File: config.mk
export PLATFORM = sky130hd
export DESIGN_NAME = assoc_phase_seq
export DESIGN_NICKNAME = d
export VERILOG_FILES = /design/src/rtl/seq_pkg.sv /design/src/rtl/seq_dwell_ctr.sv /design/src/rtl/seq_pat_ctr.sv /design/src/rtl/seq_out_reg.sv /design/src/rtl/assoc_phase_seq.sv
export SDC_FILE = /design/constraint.sdc
export NUM_CORES = 1
export LEC_CHECK = 0
export BUFFER_PORTS_ARGS = -buffer_cell sky130_fd_sc_hd__buf_2
export CAP_MARGIN = 20
export CELL_PAD_IN_SITES_DETAIL_PLACEMENT = 0
export CELL_PAD_IN_SITES_GLOBAL_PLACEMENT = 1
export CORE_MARGIN = 4
export CORE_UTILIZATION = 44
export CTS_BUF_LIST = sky130_fd_sc_hd__clkbuf_2
export DETAILED_ROUTE_END_ITERATION = 7
export GPL_TIMING_DRIVEN = 0
export PLACE_DENSITY_LB_ADDON = 0.1
export SLEW_MARGIN = 20
export SYNTH_ARGS = -nofsm -noshare
export SYNTH_HDL_FRONTEND = slang
export SYNTH_SLANG_ARGS = --single-unit
File: constraint.sdc
create_clock -name clk -period 2.7 [get_ports clk]
set_clock_uncertainty 0.2 [all_clocks]
set_input_delay 0.405 -clock clk [delete_from_list [all_inputs] [get_ports clk]]
set_output_delay 0.405 -clock clk [all_outputs]
set_load 0.02 [all_outputs]
File: src/rtl/seq_pkg.sv
package seq_pkg;

  typedef enum logic [3:0] {
    ST_IDLE,
    ST_CLR,
    ST_SHIFT,
    ST_LEARN,
    ST_GAP,
    ST_WGEN,
    ST_INJ,
    ST_RECOG,
    ST_DONE
  } seq_state_e;

  typedef struct packed {
    logic learn;
    logic recog;
    logic clr;
    logic shift;
    logic xfer;
    logic apply;
    logic lcnt;
    logic gcnt;
    logic noise;
    logic done;
  } seq_ctrl_t;

  function automatic int imax(input int a, input int b);
    return (a > b) ? a : b;
  endfunction

endpackage

File: src/rtl/seq_dwell_ctr.sv
module seq_dwell_ctr #(
  parameter int CNT_W = 5,
  parameter int LO_W  = 3
) (
  input  logic             clk,
  input  logic             rst,
  input  logic             run,
  input  logic [CNT_W-1:0] len_m1,
  output logic             last,
  output logic [LO_W-1:0]  cnt_lo
);

  logic [CNT_W-1:0] cnt_q;
  logic [CNT_W-1:0] cnt_d;

  // last cycle of the current dwell
  assign last   = run && (cnt_q == len_m1);
  assign cnt_d  = (!run || last) ? '0 : cnt_q + 1'b1;
  assign cnt_lo = cnt_d[LO_W-1:0];

  always_ff @(posedge clk) begin
    if (rst) cnt_q <= '0;
    else     cnt_q <= cnt_d;
  end

endmodule

File: src/rtl/seq_pat_ctr.sv
module seq_pat_ctr #(
  parameter int NPAT_W = 3
) (
  input  logic              clk,
  input  logic              rst,
  input  logic              load,
  input  logic [NPAT_W-1:0] num_i,
  input  logic              adv,
  output logic              is_last
);

  logic [NPAT_W-1:0] tgt_q;
  logic [NPAT_W-1:0] seen_q;

  // true while the pattern now being learned is the final one
  assign is_last = ({1'b0, seen_q} + 1'b1) == {1'b0, tgt_q};

  always_ff @(posedge clk) begin
    if (rst) begin
      tgt_q  <= NPAT_W'(1);
      seen_q <= '0;
    end else if (load) begin
      tgt_q  <= (num_i == '0) ? NPAT_W'(1) : num_i;
      seen_q <= '0;
    end else if (adv) begin
      seen_q <= seen_q + 1'b1;
    end
  end

endmodule

File: src/rtl/seq_out_reg.sv
module seq_out_reg
  import seq_pkg::*;
#(
  parameter int STEP_W = 2,
  parameter int LO_W   = STEP_W + 1
) (
  input  logic              clk,
  input  logic              rst,
  input  seq_state_e        state_d,
  input  logic [LO_W-1:0]   cnt_lo,
  output seq_ctrl_t         ctrl_q,
  output logic [STEP_W-1:0] wstep_q
);

  seq_ctrl_t         dec;
  logic              even;
  logic [STEP_W-1:0] step;

  assign even = ~cnt_lo[0];
  assign step = cnt_lo[LO_W-1:1];

  always_comb begin
    dec       = '0;
    dec.clr   = (state_d == ST_CLR);
    dec.learn = (state_d == ST_SHIFT) || (state_d == ST_LEARN);
    dec.xfer  = (state_d == ST_SHIFT);
    dec.shift = (state_d == ST_SHIFT) && even;
    dec.apply = (state_d == ST_LEARN) || (state_d == ST_INJ);
    dec.lcnt  = (state_d == ST_WGEN) && even;
    dec.gcnt  = (state_d == ST_WGEN) && even;
    dec.noise = (state_d == ST_INJ);
    dec.recog = (state_d == ST_RECOG);
    dec.done  = (state_d == ST_DONE);
  end

  always_ff @(posedge clk) begin
    if (rst) begin
      ctrl_q  <= '0;
      wstep_q <= '0;
    end else begin
      ctrl_q <= dec;
      if (state_d == ST_WGEN)     wstep_q <= step;
      else if (state_d == ST_CLR) wstep_q <= '0;
    end
  end

endmodule

File: src/rtl/assoc_phase_seq.sv
module assoc_phase_seq
  import seq_pkg::*;
#(
  parameter int NPAT_W    = 3,
  parameter int SHIFT_LEN = 9,
  parameter int CLR_CYC   = 2,
  parameter int LEARN_CYC = 4,
  parameter int INJ_CYC   = 3,
  parameter int RECOG_CYC = 6,
  parameter int STEP_W    = 2
) (
  input  logic              clk,
  input  logic              rst,
  input  logic              start_i,
  input  logic [NPAT_W-1:0] num_pat_i,
  output logic              learn_sel_o,
  output logic              recog_sel_o,
  output logic              array_clr_o,
  output logic              shift_pulse_o,
  output logic              xfer_en_o,
  output logic              apply_o,
  output logic              lcnt_pulse_o,
  output logic              gcnt_pulse_o,
  output logic              noise_en_o,
  output logic [STEP_W-1:0] wstep_o,
  output logic              done_o
);

  localparam int NSTEPS    = 1 << STEP_W;
  localparam int SHIFT_CYC = 2 * SHIFT_LEN;
  localparam int WGEN_CYC  = 2 * NSTEPS;
  localparam int MAX_LEN   = imax(imax(imax(CLR_CYC, SHIFT_CYC), imax(LEARN_CYC, WGEN_CYC)),
                                  imax(INJ_CYC, RECOG_CYC));
  localparam int CNT_W     = $clog2(MAX_LEN + 1);
  localparam int LO_W      = STEP_W + 1;

  seq_state_e        state_q, state_d;
  logic [CNT_W-1:0]  len_m1;
  logic              run, last, pat_last, pat_load, pat_adv;
  logic [LO_W-1:0]   cnt_lo;
  seq_ctrl_t         ctrl;
  logic [STEP_W-1:0] wstep;

  assign run = (state_q != ST_IDLE);

  always_comb begin
    case (state_q)
      ST_CLR:   len_m1 = CNT_W'(CLR_CYC - 1);
      ST_SHIFT: len_m1 = CNT_W'(SHIFT_CYC - 1);
      ST_LEARN: len_m1 = CNT_W'(LEARN_CYC - 1);
      ST_WGEN:  len_m1 = CNT_W'(WGEN_CYC - 1);
      ST_INJ:   len_m1 = CNT_W'(INJ_CYC - 1);
      ST_RECOG: len_m1 = CNT_W'(RECOG_CYC - 1);
      default:  len_m1 = '0;
    endcase
  end

  always_comb begin
    state_d  = state_q;
    pat_load = 1'b0;
    pat_adv  = 1'b0;
    case (state_q)
      ST_IDLE: if (start_i) begin
        state_d  = ST_CLR;
        pat_load = 1'b1;
      end
      ST_CLR:   if (last) state_d = ST_SHIFT;
      ST_SHIFT: if (last) state_d = ST_LEARN;
      ST_LEARN: if (last) begin
        pat_adv = 1'b1;
        state_d = pat_last ? ST_GAP : ST_SHIFT;
      end
      ST_GAP:   if (last) state_d = ST_WGEN;
      ST_WGEN:  if (last) state_d = ST_INJ;
      ST_INJ:   if (last) state_d = ST_RECOG;
      ST_RECOG: if (last) state_d = ST_DONE;
      ST_DONE:  if (last) state_d = ST_IDLE;
      default:  state_d = ST_IDLE;
    endcase
  end

  always_ff @(posedge clk) begin
    if (rst) state_q <= ST_IDLE;
    else     state_q <= state_d;
  end

  seq_dwell_ctr #(.CNT_W(CNT_W), .LO_W(LO_W)) u_dwell (
    .clk    (clk),
    .rst    (rst),
    .run    (run),
    .len_m1 (len_m1),
    .last   (last),
    .cnt_lo (cnt_lo)
  );

  seq_pat_ctr #(.NPAT_W(NPAT_W)) u_pat (
    .clk     (clk),
    .rst     (rst),
    .load    (pat_load),
    .num_i   (num_pat_i),
    .adv     (pat_adv),
    .is_last (pat_last)
  );

  seq_out_reg #(.STEP_W(STEP_W), .LO_W(LO_W)) u_out (
    .clk     (clk),
    .rst     (rst),
    .state_d (state_d),
    .cnt_lo  (cnt_lo),
    .ctrl_q  (ctrl),
    .wstep_q (wstep)
  );

  assign learn_sel_o   = ctrl.learn;
  assign recog_sel_o   = ctrl.recog;
  assign array_clr_o   = ctrl.clr;
  assign shift_pulse_o = ctrl.shift;
  assign xfer_en_o     = ctrl.xfer;
  assign apply_o       = ctrl.apply;
  assign lcnt_pulse_o  = ctrl.lcnt;
  assign gcnt_pulse_o  = ctrl.gcnt;
  assign noise_en_o    = ctrl.noise;
  assign done_o        = ctrl.done;
  assign wstep_o       = wstep;

endmodule

After elaboration in Yosys (flattened, before gate mapping) --
Cells that the tools add are included.
Storage, ports and cells: register bits after elaboration 26, output and inout bits 12
Operators by class: add/subtract/negate cells 3, eq/ne operators 17, muxes and demuxes 20, bitwise logic cells 1, reduce and logical (&&, ||, !) cells 13
Operators by type and width (number):
- 4-bit 2-to-1 mux | 9
- 4-bit one-hot mux with 9 select lines | 1
- 5-bit one-hot mux with 6 select lines | 1
- 4-bit by 3-bit equality test with 1-bit output, second input constant | 7
- 4-bit by 2-bit equality test with 1-bit output, second input constant | 4
- 3-bit 2-to-1 mux | 3
- 4-bit by 1-bit equality test with 1-bit output, second input constant | 2
- 4-bit equality test, second input constant | 2
- 5-bit by 1-bit adder with 5-bit output, second input constant | 1
- 5-bit equality test | 1
- 3-bit by 1-bit adder with 4-bit output, second input constant | 1
- 4-bit by 3-bit equality test with 1-bit output | 1
- 4-bit logical NOT | 1
- 1-bit 2-to-1 mux | 4
- 2-bit 2-to-1 mux | 2
- 4-bit nonzero test | 1
- 2-bit OR reduction | 2
- 3-bit by 1-bit adder with 3-bit output, second input constant | 1
- 1-bit logical AND | 3
- 3-bit logical NOT | 1
- 1-bit logical OR | 3
- 2-bit nonzero test | 1
- 1-bit logical NOT | 1
- 1-bit inverter | 1

Longest topological paths before layout --
depth in word-level cells 9, gate-level depth with buffers 9

Hierarchy --
A second synthesis with hierarchy kept.
Unflattened totals: cells, all modules 141, area, all modules 1351.3 um^2
By module, submodules not included:
- seq_out_reg | instances 1, cells an instance 35, area an instance 407.9 um^2
- assoc_phase_seq | instances 1, cells an instance 44, area an instance 355.3 um^2
- seq_dwell_ctr | instances 1, cells an instance 32, area an instance 297.8 um^2
- seq_pat_ctr | instances 1, cells an instance 30, area an instance 290.3 um^2

Least setup slack after synthesis --
Ideal clock, no wire load.
path kind flip-flop to flip-flop, start point reg state_q[2], end point reg u_out.ctrl_q[4] in the netlist's numbering, library setup time 0.122 ns, arrival 1.886 ns, required time 2.378 ns, slack 0.493 ns, stages on the path, launching flop included 9, period minus slack after synthesis 2.207 ns, cell sequence dfxtp_1 > buf_4 > and2_1 > o221ai_2 > a221oi_2 > nand4_1 > o311ai_2 > o22a_1 > nor2_1
On the way: cells in the longest elaborated chain, start to end 8, elaborated cells between the ends (all ways) 26
Ends and longest elaborated chain:
- start, declared | RTL line assoc_phase_seq.sv:37 | seq_state_e state_q, state_d;
- start signal, assigned | RTL line assoc_phase_seq.sv:84 | else state_q <= state_d;
- 4-bit by 3-bit equality test with 1-bit output, or another cell as far along | RTL line assoc_phase_seq.sv:47, assoc_phase_seq.sv:62
- 5-bit one-hot mux with 6 select lines | RTL line assoc_phase_seq.sv:47 | case (state_q)
- 5-bit equality test | RTL line seq_dwell_ctr.sv:17 | assign last = run && (cnt_q == len_m1);
- 1-bit logical AND | RTL line seq_dwell_ctr.sv:17
- 4-bit 2-to-1 mux, or another cell as far along | RTL line assoc_phase_seq.sv:77 | ST_DONE: if (last) state_d = ST_IDLE;
- 4-bit one-hot mux with 9 select lines * | RTL line assoc_phase_seq.sv:62 | case (state_q)
- 4-bit by 2-bit equality test with 1-bit output / 4-bit by 3-bit equality test with 1-bit output (equally long branches) | RTL line seq_out_reg.sv:28 | dec.apply = (state_d == ST_LEARN) || (state_d == ST_INJ);
- 1-bit logical OR * | RTL line seq_out_reg.sv:28
- end signal, assigned | RTL line seq_out_reg.sv:38 | ctrl_q <= '0;
- end signal, assigned | RTL line seq_out_reg.sv:41 | ctrl_q <= dec;
- end, declared | RTL line seq_out_reg.sv:11 | output seq_ctrl_t ctrl_q,
Every way passes the cells marked *; elsewhere a longest branch is shown, timed or not. A chain may end at the register's enable or synchronous reset.

Final worst setup path --
start point reg state_q[1], end point reg u_out.ctrl_q[6] in the netlist's numbering
On the way: cells in the longest elaborated chain, start to end 8, elaborated cells between the ends (all ways) 29
Ends and longest elaborated chain:
- 4-bit by 3-bit equality test with 1-bit output, or another cell as far along | RTL line assoc_phase_seq.sv:47, assoc_phase_seq.sv:62
- 5-bit one-hot mux with 6 select lines | RTL line assoc_phase_seq.sv:47
- 5-bit equality test | RTL line seq_dwell_ctr.sv:17
- 1-bit logical AND | RTL line seq_dwell_ctr.sv:17
- 4-bit 2-to-1 mux, or another cell as far along | RTL line assoc_phase_seq.sv:77
- 4-bit one-hot mux with 9 select lines / 3-bit 2-to-1 mux (equally long branches) | RTL line assoc_phase_seq.sv:62, seq_dwell_ctr.sv:18
- 4-bit by 2-bit equality test with 1-bit output / 1-bit inverter (equally long branches) | RTL line seq_out_reg.sv:27, seq_out_reg.sv:19
- 1-bit logical AND * | RTL line seq_out_reg.sv:27 | dec.shift = (state_d == ST_SHIFT) && even;
Marked as above.

==> metrics.txt <==
final core occ 51.96%; number of antenna violations at the first check in global routing 0; crit path cell chain xor2_2 -> o221ai_2 -> a221oi_2 -> and3_1 -> clkbuf_1 -> a211o_1 -> nor3b_2 -> and2_1; post-synthesis cell count 144; largest net degree at the start of global routing 14; Hold Path Class input pin to register; Crit. path cell count 8; endpoints failing hold 0; vias post-DR 1036; GRT met1 Usage 19.02%; Period Utilization, post-route 92.70%; # setup viols final 0; gpl congestion 0.7873; DRC 0; Syn Area/Cell 8.950 sq um; slowest CP cell dfxtp_1; gr busiest metal met2; first-pass GRT wire length 4.595 mm; FF+latch area 521.8 sq um; Post-synth EDFFs 0; final worst path period need 2503 ps; die width 62.12 um; CP arrival 2610 ps; Worst setup EP type register; total negative slack 0 ps; CTS clk-pin slew, worst paths 220 ps; syn nets 152; worst-path fanout max 8; Slew Limit Fails 0; CTS tree done; Seq/Total Area, Yosys 40.39%; hold depth 3; Worst slew margin 54.47%; max incr delay on CP 540 ps; H-Tree Depth 1; height of the die 62.12 um; Async SR Flop Fraction 0%; io pins 18; Post-DP HPWL 2.025 mm; n_diodes 0; share of layout cells above drive strength 1 23.64%; P_leak 0.5870 nW; Startpoint Class register; port bufs 17; gr usage total 14.21%; status finished, final reports clean; RSZ-0062 raised after global routing false; post-synthesis cell area 1289 sq um; Nets 175; Routed WL 2.621 mm; drt first-iter violations 61; clock sink count 26; #FFs+latches synth 26; Root Buffer Master clkbuf_2; Power Dens Cells 923.7 nW/um^2; Max-Cap Viols 0; vias in the first global route 1008; GRT met3 Usage 3.784%; wire per inst 13.37 um; Slew @ Worst Pin 677.7 ps; Req. time, crit path 2810 ps; Peak Freq 399.5 MHz; Top delay family on crit path compound AO/OA/AOI/OAI gates; Rows 19; core box area 2781 sq um; Yosys cell types 43; warnings from Yosys 0; Clock Tree Buf Depth 2; critical path type register to register; die area 3859 sq um; Layout area overhead 12.14%; Post-synth top flop dfxtp_1; Initial Utilization 46.33%; number of CTS-inserted buffers 3; cells on worst reg2reg path 8; VDD IR-drop max 0.6470 mV; Vias/cell 5.286; worst skew pair latency 340 ps; grt met2 use 23.06%; grt ovf 0; TritonRoute pass-1 iters 4; multi-input logic area 715.7 sq um; DRT antenna net count 0; fillcell total 276; worst path bufs/invs 1
[worst reg2reg max path: stages (launching register included)]
cell      delay, ps
dfxtp_1         540
xor2_2          220
o221ai_2        130
a221oi_2        310
and3_1          200
clkbuf_1        240
a211o_1         270
nor3b_2         220
and2_1          140
[state kept, by name, indices dropped and copies added, names as in the netlist]
| name | count |
|---|---|
| u_pat.tgt_q | 3 |
| u_dwell.cnt_q | 5 |
| u_out.wstep_q | 2 |
| u_pat.seen_q | 3 |
| u_out.ctrl_q | 9 |
| state_q | 4 |
[layout by cell type (no fill, tap or decap), drive strengths merged, types with 3 or more instances in the layout]
master and instances:
dfxtp 26, buf 21, nor2 16, nand2 11
inv 8, a21oi 7, nor3 7, xnor2 6
clkbuf 6, nand2b 5, and2 4, o21ai 4
xor2 4, nor3b 4, nand3 3
[cell usage after synthesis, types with 3 or more instances]
| library cell | count | area [sq um] |
|---|---|---|
| a21oi_1 | 7 | 35.03 |
| and2_1 | 4 | 25.02 |
| clkbuf_1 | 3 | 11.26 |
| dfxtp_1 | 26 | 520.5 |
| inv_1 | 8 | 30.03 |
| nand2_1 | 11 | 41.29 |
| nand2b_1 | 5 | 31.28 |
| nand3_1 | 3 | 15.01 |
| nor2_1 | 16 | 60.06 |
| nor3_1 | 5 | 25.02 |
| nor3b_1 | 3 | 22.52 |
| o21ai_0 | 4 | 20.02 |
| xnor2_1 | 6 | 52.55 |
| xor2_1 | 3 | 26.28 |
[cells by family (layout without fill, tap and decap cells)]
kind of cell	Yosys count	count (layout)	share of synthesized area, %
multiplexers	2	2	1.553
AND/OR/NAND/NOR	67	67	30.00
buffers and inverters	14	35	4.757
XOR/XNOR	10	10	7.379
AO/OA/AOI/OAI	23	23	13.98
adder cells (fa/ha/maj)	2	2	1.941
flip-flops	26	26	40.39
[power breakdown]
group | switching [W] | leakage, nW | internal [W] | total [W]
clock | 0.000106 | 0.0125 | 0.0000302 | 0.000136
sequential | 0.0000532 | 0.212 | 0.000454 | 0.000507
combinational | 0.000419 | 0.363 | 0.000272 | 0.000691
[layout make-up]
type	count	share of cell area, %
multi-input cells	104	49.52
flip-flops and latches	26	36.10
repair buffers	18	6.407
well taps	31	2.684
plain buffers	6	2.164
inverters	8	2.078
clock buffers	3	1.039
[metal layers]
layer / routed length, um / share of wire, % / vias up
li1: - / - / 543
met3: 82 / 3.1 / 2
met2: 1223 / 47 / 19
met4: 20 / 0.76 / 0
met5: 0 / 0 / -
met1: 1296 / 49 / 472
[worst paths after layout]
check	from	endpoint	slack (ps)
worst max-delay path	state_q[1]	u_out.ctrl_q[6]	200
worst min-delay path	num_pat_i[1]	u_pat.tgt_q[1]	80
worst max register to register	state_q[1]	u_out.ctrl_q[6]	200
worst min register to register	u_pat.tgt_q[2]	u_pat.tgt_q[2]	290
[through the flow]
step | instances | total power, W | hold WS (ps) | setup WS [ps] | cell area, sq um
2_1_floorplan | 144 | 0.001021 | 248.8 | 492.8 | 1289
3_3_place_gp | 192 | 0.001178 | 264.7 | 132.2 | 1413
3_5_place_dp | 192 | 0.001185 | 271.4 | 115.6 | 1413
4_1_cts | 195 | 0.001327 | 57.95 | 83.39 | 1428
5_1_grt | 196 | 0.001450 | 42.22 | 4.887 | 1445
6_report | 196 | 0.001335 | 75.88 | 197.1 | 1445
[what timing repair did]
item	CTS	global route
resized for setup	0	3
endpoints found under the setup margin	0	8
hold buffers	0	0
hold endpoints to repair	0	0
buffers inserted	0	1
Power figures use the tool's default switching activity.
